--- config.mk ---
export PLATFORM = sky130hd
export DESIGN_NAME = pw_guard
export DESIGN_NICKNAME = d
export VERILOG_FILES = /design/src/rtl/pw_guard_pkg.sv /design/src/rtl/pw_entry_reg.sv /design/src/rtl/pw_domain.sv /design/src/rtl/pw_store.sv /design/src/rtl/pw_guard.sv
export SDC_FILE = /design/constraint.sdc
export NUM_CORES = 1
export LEC_CHECK = 0
export BUFFER_PORTS_ARGS = -buffer_cell sky130_fd_sc_hd__buf_4
export CORE_AREA = 2 2 164 166
export DETAILED_ROUTE_END_ITERATION = 12
export DIE_AREA = 0 0 166 168
export PLACE_DENSITY = 0.66
export SYNTH_ARGS = -nofsm -noshare
export SYNTH_HDL_FRONTEND = slang
export SYNTH_SLANG_ARGS = --single-unit
--- constraint.sdc ---
create_clock -name clk -period 3.1 [get_ports clk]
set_input_delay 0.465 -clock clk [delete_from_list [all_inputs] [get_ports clk]]
set_output_delay 0.465 -clock clk [all_outputs]
set_load 0.02 [all_outputs]
--- src/rtl/pw_guard_pkg.sv ---
`timescale 1ns/1ps
package pw_guard_pkg;
  localparam int PW_W       = 32;
  localparam int LANES      = PW_W / 8;
  localparam int ENTRY_WORD = 0;
  localparam int SET_BASE   = 1;   // host setting word, module is SET_BASE+1
  localparam int FIRST_DATA = 3;
  localparam int NUM_DOM    = 2;
  localparam logic [PW_W-1:0] BLANK_VAL   = '0;
  localparam logic [PW_W-1:0] REFUSED_VAL = '1;
  localparam logic [PW_W-1:0] SECRET_INIT = '1;

  typedef enum logic [0:0] {DOM_HOST = 1'b0, DOM_MODULE = 1'b1} dom_e;
endpackage

--- src/rtl/pw_entry_reg.sv ---
`timescale 1ns/1ps
module pw_entry_reg
  import pw_guard_pkg::*;
#(
  parameter int ADDR_W = 3
) (
  input  logic              clk,
  input  logic              rst_n,
  input  logic              wr,
  input  logic [ADDR_W-1:0] addr,
  input  logic [PW_W-1:0]   wdata,
  input  logic [LANES-1:0]  be,
  output logic [PW_W-1:0]   entry
);
  logic [PW_W-1:0] entry_q;
  logic            hit;

  assign hit   = wr && (addr == ADDR_W'(ENTRY_WORD));
  assign entry = entry_q;

  for (genvar l = 0; l < LANES; l++) begin : g_lane
    always_ff @(posedge clk or negedge rst_n) begin
      if (!rst_n)
        entry_q[8*l +: 8] <= '0;
      else if (hit && be[l])
        entry_q[8*l +: 8] <= wdata[8*l +: 8];
    end


    lane_hold_chk: assert property (@(posedge clk) disable iff (!rst_n)
      (hit && !be[l]) |=> $stable(entry_q[8*l +: 8]));
  end
endmodule

--- src/rtl/pw_domain.sv ---
`timescale 1ns/1ps
module pw_domain
  import pw_guard_pkg::*;
#(
  parameter int ADDR_W   = 3,
  parameter int SET_WORD = 1
) (
  input  logic              clk,
  input  logic              rst_n,
  input  logic              wr,
  input  logic [ADDR_W-1:0] addr,
  input  logic [PW_W-1:0]   wdata,
  input  logic [LANES-1:0]  be,
  input  logic [PW_W-1:0]   entry,
  output logic              unlocked
);
  logic [PW_W-1:0] secret_q;
  logic            set_hit;
  logic            set_take;

  assign unlocked = (entry == secret_q);
  assign set_hit  = wr && (addr == ADDR_W'(SET_WORD));
  assign set_take = set_hit && (&be) && unlocked;

  always_ff @(posedge clk or negedge rst_n) begin
    if (!rst_n)
      secret_q <= SECRET_INIT;
    else if (set_take)
      secret_q <= wdata;
  end


  locked_set_chk: assert property (@(posedge clk) disable iff (!rst_n)
    (set_hit && !unlocked) |=> $stable(secret_q));


  partial_set_chk: assert property (@(posedge clk) disable iff (!rst_n)
    (set_hit && !(&be)) |=> $stable(secret_q));


  new_secret_chk: assert property (@(posedge clk) disable iff (!rst_n)
    (set_hit && (&be) && unlocked) |=> (secret_q == $past(wdata)));
endmodule

--- src/rtl/pw_store.sv ---
`timescale 1ns/1ps
module pw_store
  import pw_guard_pkg::*;
#(
  parameter int               NUM_WORDS = 8,
  parameter int               ADDR_W    = 3,
  parameter logic [NUM_WORDS-1:0] HOST_OWN = 8'b0011_0000,
  parameter logic [NUM_WORDS-1:0] MOD_OWN  = 8'b1100_0000,
  parameter logic [NUM_WORDS-1:0] WR_LOCK  = 8'b0111_0000,
  parameter logic [NUM_WORDS-1:0] RD_LOCK  = 8'b1010_0000
) (
  input  logic               clk,
  input  logic               rst_n,
  input  logic               wr,
  input  logic [ADDR_W-1:0]  addr,
  input  logic [PW_W-1:0]    wdata,
  input  logic [LANES-1:0]   be,
  input  logic [NUM_DOM-1:0] dom_open,
  output logic [PW_W-1:0]    rd_word,
  output logic               rd_refused
);
  logic [NUM_WORDS-1:0][PW_W-1:0] word_q;
  logic [NUM_WORDS-1:0]           owner_shut;

  for (genvar w = 0; w < NUM_WORDS; w++) begin : g_word
    assign owner_shut[w] = (HOST_OWN[w] && !dom_open[DOM_HOST]) ||
                           (MOD_OWN[w]  && !dom_open[DOM_MODULE]);
    if (w < FIRST_DATA) begin : g_none
      assign word_q[w] = '0;
    end else begin : g_data
      logic wr_hit;
      logic wr_ok;
      assign wr_hit = wr && (addr == ADDR_W'(w));
      assign wr_ok  = wr_hit && !(WR_LOCK[w] && owner_shut[w]);

      for (genvar l = 0; l < LANES; l++) begin : g_lane
        always_ff @(posedge clk or negedge rst_n) begin
          if (!rst_n)
            word_q[w][8*l +: 8] <= '0;
          else if (wr_ok && be[l])
            word_q[w][8*l +: 8] <= wdata[8*l +: 8];
        end
      end


      if (WR_LOCK[w]) begin : g_wchk
        wr_refuse_chk: assert property (@(posedge clk) disable iff (!rst_n)
          (wr_hit && owner_shut[w]) |=> $stable(word_q[w]));
      end

      if (!HOST_OWN[w] && !MOD_OWN[w]) begin : g_ochk
        open_word_chk: assert property (@(posedge clk) disable iff (!rst_n)
          (wr_hit && (&be)) |=> (word_q[w] == $past(wdata)));
      end
    end
  end

  assign rd_word    = word_q[addr];
  assign rd_refused = RD_LOCK[addr] && owner_shut[addr];
endmodule

--- src/rtl/pw_guard.sv ---
`timescale 1ns/1ps
module pw_guard
  import pw_guard_pkg::*;
#(
  parameter int                   NUM_WORDS = 8,
  parameter logic [NUM_WORDS-1:0] HOST_OWN  = 8'b0011_0000,
  parameter logic [NUM_WORDS-1:0] MOD_OWN   = 8'b1100_0000,
  parameter logic [NUM_WORDS-1:0] WR_LOCK   = 8'b0111_0000,
  parameter logic [NUM_WORDS-1:0] RD_LOCK   = 8'b1010_0000,
  localparam int                  ADDR_W    = $clog2(NUM_WORDS)
) (
  input  logic              clk,
  input  logic              rst_n,
  input  logic [ADDR_W-1:0] reg_addr,
  input  logic [31:0]       reg_wdata,
  input  logic [3:0]        reg_be,
  input  logic              reg_wr,
  input  logic              reg_rd,
  output logic [31:0]       reg_rdata,
  output logic              host_unlocked,
  output logic              module_unlocked
);
  logic [PW_W-1:0]    entry;
  logic [NUM_DOM-1:0] dom_open;
  logic [PW_W-1:0]    rd_word;
  logic               rd_refused;
  logic               hidden_hit;
  logic [PW_W-1:0]    rdata_q;

  pw_entry_reg #(.ADDR_W(ADDR_W)) u_entry (
    .clk(clk), .rst_n(rst_n), .wr(reg_wr), .addr(reg_addr),
    .wdata(reg_wdata), .be(reg_be), .entry(entry)
  );

  for (genvar d = 0; d < NUM_DOM; d++) begin : g_dom
    pw_domain #(.ADDR_W(ADDR_W), .SET_WORD(SET_BASE + d)) u_dom (
      .clk(clk), .rst_n(rst_n), .wr(reg_wr), .addr(reg_addr),
      .wdata(reg_wdata), .be(reg_be), .entry(entry),
      .unlocked(dom_open[d])
    );
  end

  pw_store #(
    .NUM_WORDS(NUM_WORDS), .ADDR_W(ADDR_W),
    .HOST_OWN(HOST_OWN), .MOD_OWN(MOD_OWN),
    .WR_LOCK(WR_LOCK), .RD_LOCK(RD_LOCK)
  ) u_store (
    .clk(clk), .rst_n(rst_n), .wr(reg_wr), .addr(reg_addr),
    .wdata(reg_wdata), .be(reg_be), .dom_open(dom_open),
    .rd_word(rd_word), .rd_refused(rd_refused)
  );

  assign hidden_hit = (reg_addr < ADDR_W'(FIRST_DATA));

  always_ff @(posedge clk or negedge rst_n) begin
    if (!rst_n)
      rdata_q <= '0;
    else if (reg_rd) begin
      if (hidden_hit)      rdata_q <= BLANK_VAL;
      else if (rd_refused) rdata_q <= REFUSED_VAL;
      else                 rdata_q <= rd_word;
    end
  end

  assign reg_rdata       = rdata_q;
  assign host_unlocked   = dom_open[DOM_HOST];
  assign module_unlocked = dom_open[DOM_MODULE];


  blank_read_chk: assert property (@(posedge clk) disable iff (!rst_n)
    (reg_rd && hidden_hit) |=> (reg_rdata == '0));


  refused_read_chk: assert property (@(posedge clk) disable iff (!rst_n)
    (reg_rd && !hidden_hit && rd_refused) |=> (reg_rdata == '1));


  flag_hold_chk: assert property (@(posedge clk) disable iff (!rst_n)
    (!reg_wr) |=> ($stable(host_unlocked) && $stable(module_unlocked)));
endmodule

==> summary.md <==
| Metric | Value |
|---|---|
| Post-route setup TNS | 0 ns |
| Number of antenna violations at the first check in global routing | 0 |
| Number of antenna-violating nets in the routed design | 0 |
| Cell row count | 60 |
| Core outline area | 26400 um2 |
| PnR Total Power | 0.00935 W |
| Wire length after detailed routing | 29400 um |
| Synthesized-area fraction occupied by ao, oa, aoi and oai cells | 5.06% |
| Gate Count Post-Synth | 894 |
| Highest net fanout along the worst path | 6 |
| Pin count of the biggest net entering global routing | 84 |
| Internal power | 0.00704 W |
| Number of design rule violations left after detail routing | 0 |
| Simple logic cell fraction of the synthesized area | 4.64% |
| Endpoint of the worst-slack reg-to-reg timing path | u_store.word_q[164] |
| Die footprint | 27900 um2 |
| HPWL after detailed placement | 19200 um |
| Combinational share of power | 12.3% |
| Clock sinks | 288 |
| Setup violations, final | 0 |
| Startpoint of the most critical register-to-register path | g_dom[0].u_dom.secret_q[25] |
| Switching power | 0.00231 W |
| CTS H-tree depth | 1 |
| Seq/Total Area, Yosys | 56.8% |
| Share of cell area taken by muxes after synthesis | 27.5% |
| Share of power burned in registers | 47.3% |
| Number of endpoints with negative hold slack in the final report | 0 |
| X dimension of the die | 166 um |
| Via Count | 7849 |
| Final-stage net count | 1039 |
| Clk_skew | 0.0180 ns |
| Worst EP required | 2.63 ns |
| Synth Net Count | 937 |
| Clock Latency Late Sink | 0.56 ns |
| Count of buffers inserted at the top-level ports | 76 |
| First-pass GRT wire length | 47100 um |
| CTS tree | built |
| Average cell area after synthesis | 14.3 um2 |
| Ant. Diodes | 0 |
| Initial Util | 48.7% |
| Internal reg-to-reg setup slack | 0.33 ns |
| Post-synthesis sequential element count | 288 |
| Adder-cell share of the synthesized area | 0% |
| Slew @ Worst Pin | 0.678 ns |
| Worst VDD drop | 410 uV |
| Number of max-slew violations in the final report | 0 |
| Cell variety after synth | 29 |
| Relative max-transition margin | 54.7% |
| Area taken by flip-flops and latches | 7290 um2 |
| Cell-by-cell trace of the critical path | xor2_1, nor4_1, nand2_2, nor3_2, buf_4 |
| Chip Height | 168 um |
| Number of vias per cell | 5.76 |
| Detail-routed net length per standard cell | 21.6 um |
| Share of cells above drive strength 1 | 48.2% |
| Yosys Warn Count | 0 |
| Largest family of logic cells by synthesized area | multiplexers |
| Min-Delay Path Depth | 2 |
| Top achievable clock speed | 337 MHz |
| Start-to-end type of the worst setup path | reg -> out |
| Via count of the first global-routing pass | 8119 |
| DRT Pass-1 Iters | 5 |
| Post-CTS clock slew at the launch and capture registers of the worst setup and hold paths | 0.06 ns |
| Maximum clock path buffer count | 3 |
| Sum of buffers and inverters on the critical path | 1 |
| LEAKAGE | 7.13 nW |
| Outcome | completed |
| Family of cells with the greatest summed delay on the critical path | simple AND/OR/NAND/NOR gates |
| Worst-case hold path end point | u_store.word_q[182] |
| Clock Power Share | 40.4% |
| Final worst path period share | 95.6% |
| Total GRT Usage | 21.3% |
| Source of the critical timing path | g_dom[1].u_dom.secret_q[3] |
| Xor and xnor fraction of the mapped netlist area | 4.37% |
| Routability congestion estimate | 0.855 |
| Relative area change from synthesis to final layout | 17.4% |
| Max incr delay on CP | 0.53 ns |
| Number of DRC violations after detailed-routing iteration 0 | 367 |
| Fraction of power spent switching nets | 24.7% |
| Critical-path top delay cell | sky130_fd_sc_hd__dfstp_2 |
| Element type at the critical path end | primary output |
| Filler Cell Count | 2180 |
| Cell chosen for the clock root | sky130_fd_sc_hd__clkbuf_16 |
| Shortest period the worst path allows | 2.96 ns |
| Netlist area before placement | 12800 um2 |
| Worst hold path startpoint | reg_wdata[22] |
| Cts bufs inserted | 31 |
| Power density of the placed cells | 621 nW/um2 |
| Data arrival time at the worst-slack endpoint | 2.50 ns |
| Worst Reg2Reg Path Length in Cells | 6 |
| RSZ-0062 raised after global routing | no |
| Hold Path Class | in -> reg |
| Total area of multi-input combinational cells | 5370 um2 |
| I/O pin total | 77 |
| Aggregate global routing overflow | 0 |
| Number of max-cap violations | 0 |
| Crit start category | flop |
==> placed cells by master (no fill, tap or decap), drive strengths merged, types with 6 or more instances in the layout <==
master / count
mux2: 256
nand3: 6
o22ai: 32
nand3b: 7
dfrtp: 224
o21ai: 32
buf: 112
nor4: 27
dfstp: 64
clkbuf: 50
a221oi: 32
nand2: 22
mux2i: 64
xor2: 64
==> kinds of logic after synthesis <==
logic type / count (synthesis)
AO/OA/AOI/OAI: 97
XOR/XNOR: 64
buffers and inverters: 45
flip-flops: 288
multiplexers: 320
AND/OR/NAND/NOR: 80
==> power by group through the flow <==
stage | Clock [W] | Combinational [W] | Sequential [W]
floorplan | 0 | 0.000659 | 0.00449
finish | 0.00378 | 0.00115 | 0.00443
CTS | 0.00384 | 0.00116 | 0.00443
global route | 0.00400 | 0.00125 | 0.00448
detailed placement | 0 | 0.00115 | 0.00449
global placement | 0 | 0.00113 | 0.00447
==> how the worst max path moves through the flow <==
stage,slack (ns),endpoint,cells after the start
floorplan,0.76,g_dom[1].u_dom.secret_q[10],6
global placement,0.32,u_store.word_q[201],7
detailed placement,0.31,u_store.word_q[196],7
CTS,0.05,module_unlocked,5
global route,0.01,module_unlocked,5
finish,0.14,module_unlocked,5
==> flip-flops by register name (all words and copies together), names as in the netlist <==
register	count
reg_rdata	32
g_dom.u_dom.secret_q	64
u_store.word_q	160
u_entry.entry	32
==> per-layer routing <==
layer | GRT usage [%] | vias up | routed length, um
li1 | - | 3541 | -
met1 | 30.2 | 4134 | 13400
met2 | 35.1 | 129 | 14300
met3 | 2.96 | 45 | 1120
met4 | 5.48 | 0 | 621
met5 | 0 | - | 0
==> cells in the mapped netlist <==
library cell               count  area share (%)
sky130_fd_sc_hd__o22ai_1      32             1.6
sky130_fd_sc_hd__buf_6         3            0.26
sky130_fd_sc_hd__inv_1         1           0.029
sky130_fd_sc_hd__nor4_4       10             1.7
sky130_fd_sc_hd__nor4_1       17            0.83
sky130_fd_sc_hd__mux2_1        7            0.61
sky130_fd_sc_hd__o21ai_0      32             1.2
sky130_fd_sc_hd__mux2i_1      64             5.0
sky130_fd_sc_hd__nor2_1        4            0.12
sky130_fd_sc_hd__and3_1        1           0.049
sky130_fd_sc_hd__nor3b_1       1           0.059
sky130_fd_sc_hd__clkbuf_1     26            0.76
sky130_fd_sc_hd__nand4_1       2           0.098
sky130_fd_sc_hd__buf_2         9            0.35
sky130_fd_sc_hd__nand3_1       6            0.23
sky130_fd_sc_hd__nand2b_1      1           0.049
sky130_fd_sc_hd__nor3_1        4            0.16
sky130_fd_sc_hd__nand3b_1      7            0.41
sky130_fd_sc_hd__nand4_2       1           0.098
sky130_fd_sc_hd__buf_4         1           0.059
sky130_fd_sc_hd__or4_1         4            0.23
sky130_fd_sc_hd__a221oi_1     32             2.2
sky130_fd_sc_hd__mux2_2      249              22
sky130_fd_sc_hd__buf_1         5            0.15
sky130_fd_sc_hd__xor2_1       64             4.4
sky130_fd_sc_hd__dfstp_2      64              13
sky130_fd_sc_hd__o31ai_1       1           0.059
sky130_fd_sc_hd__dfrtp_1     224              44
sky130_fd_sc_hd__nand2_1      22            0.64
==> area by class of cell <==
type                    instances  share of cell area, %
flip-flops and latches        288                   48.4
clock buffers                  50                   6.23
repair buffers                113                   6.03
well taps                     341                   2.83
clock inverters                 8                  0.790
multi-input cells             561                   35.7
inverters                       1                 0.0249
==> what timing repair did <==
action                                  in CTS  in global routing
pin swaps                                    1                  1
hold endpoints to repair                    53                  0
resized for setup                            3                  2
buffers inserted                             0                  4
endpoints found under the setup margin       1                  2
hold buffers                                 1                  0
gates cloned                                 0                  0
==> through the flow <==
| step | std cells | area [um2] | hold WS [ns] | utilization, % | setup slack (ns) |
|---|---|---|---|---|---|
| floorplan | 894 | 12800 | 0.169 | - | 0.764 |
| global placement | 1299 | 13900 | 0.482 | 52.9 | 0.325 |
| detailed placement | 1299 | 13900 | 0.485 | 52.9 | 0.308 |
| CTS | 1358 | 15000 | 0.185 | 57.0 | 0.0467 |
| global route | 1362 | 15100 | 0.196 | 57.1 | 0.0118 |
| finish | 1362 | 15100 | 0.197 | 57.1 | 0.136 |
Power figures use the tool's default switching activity.
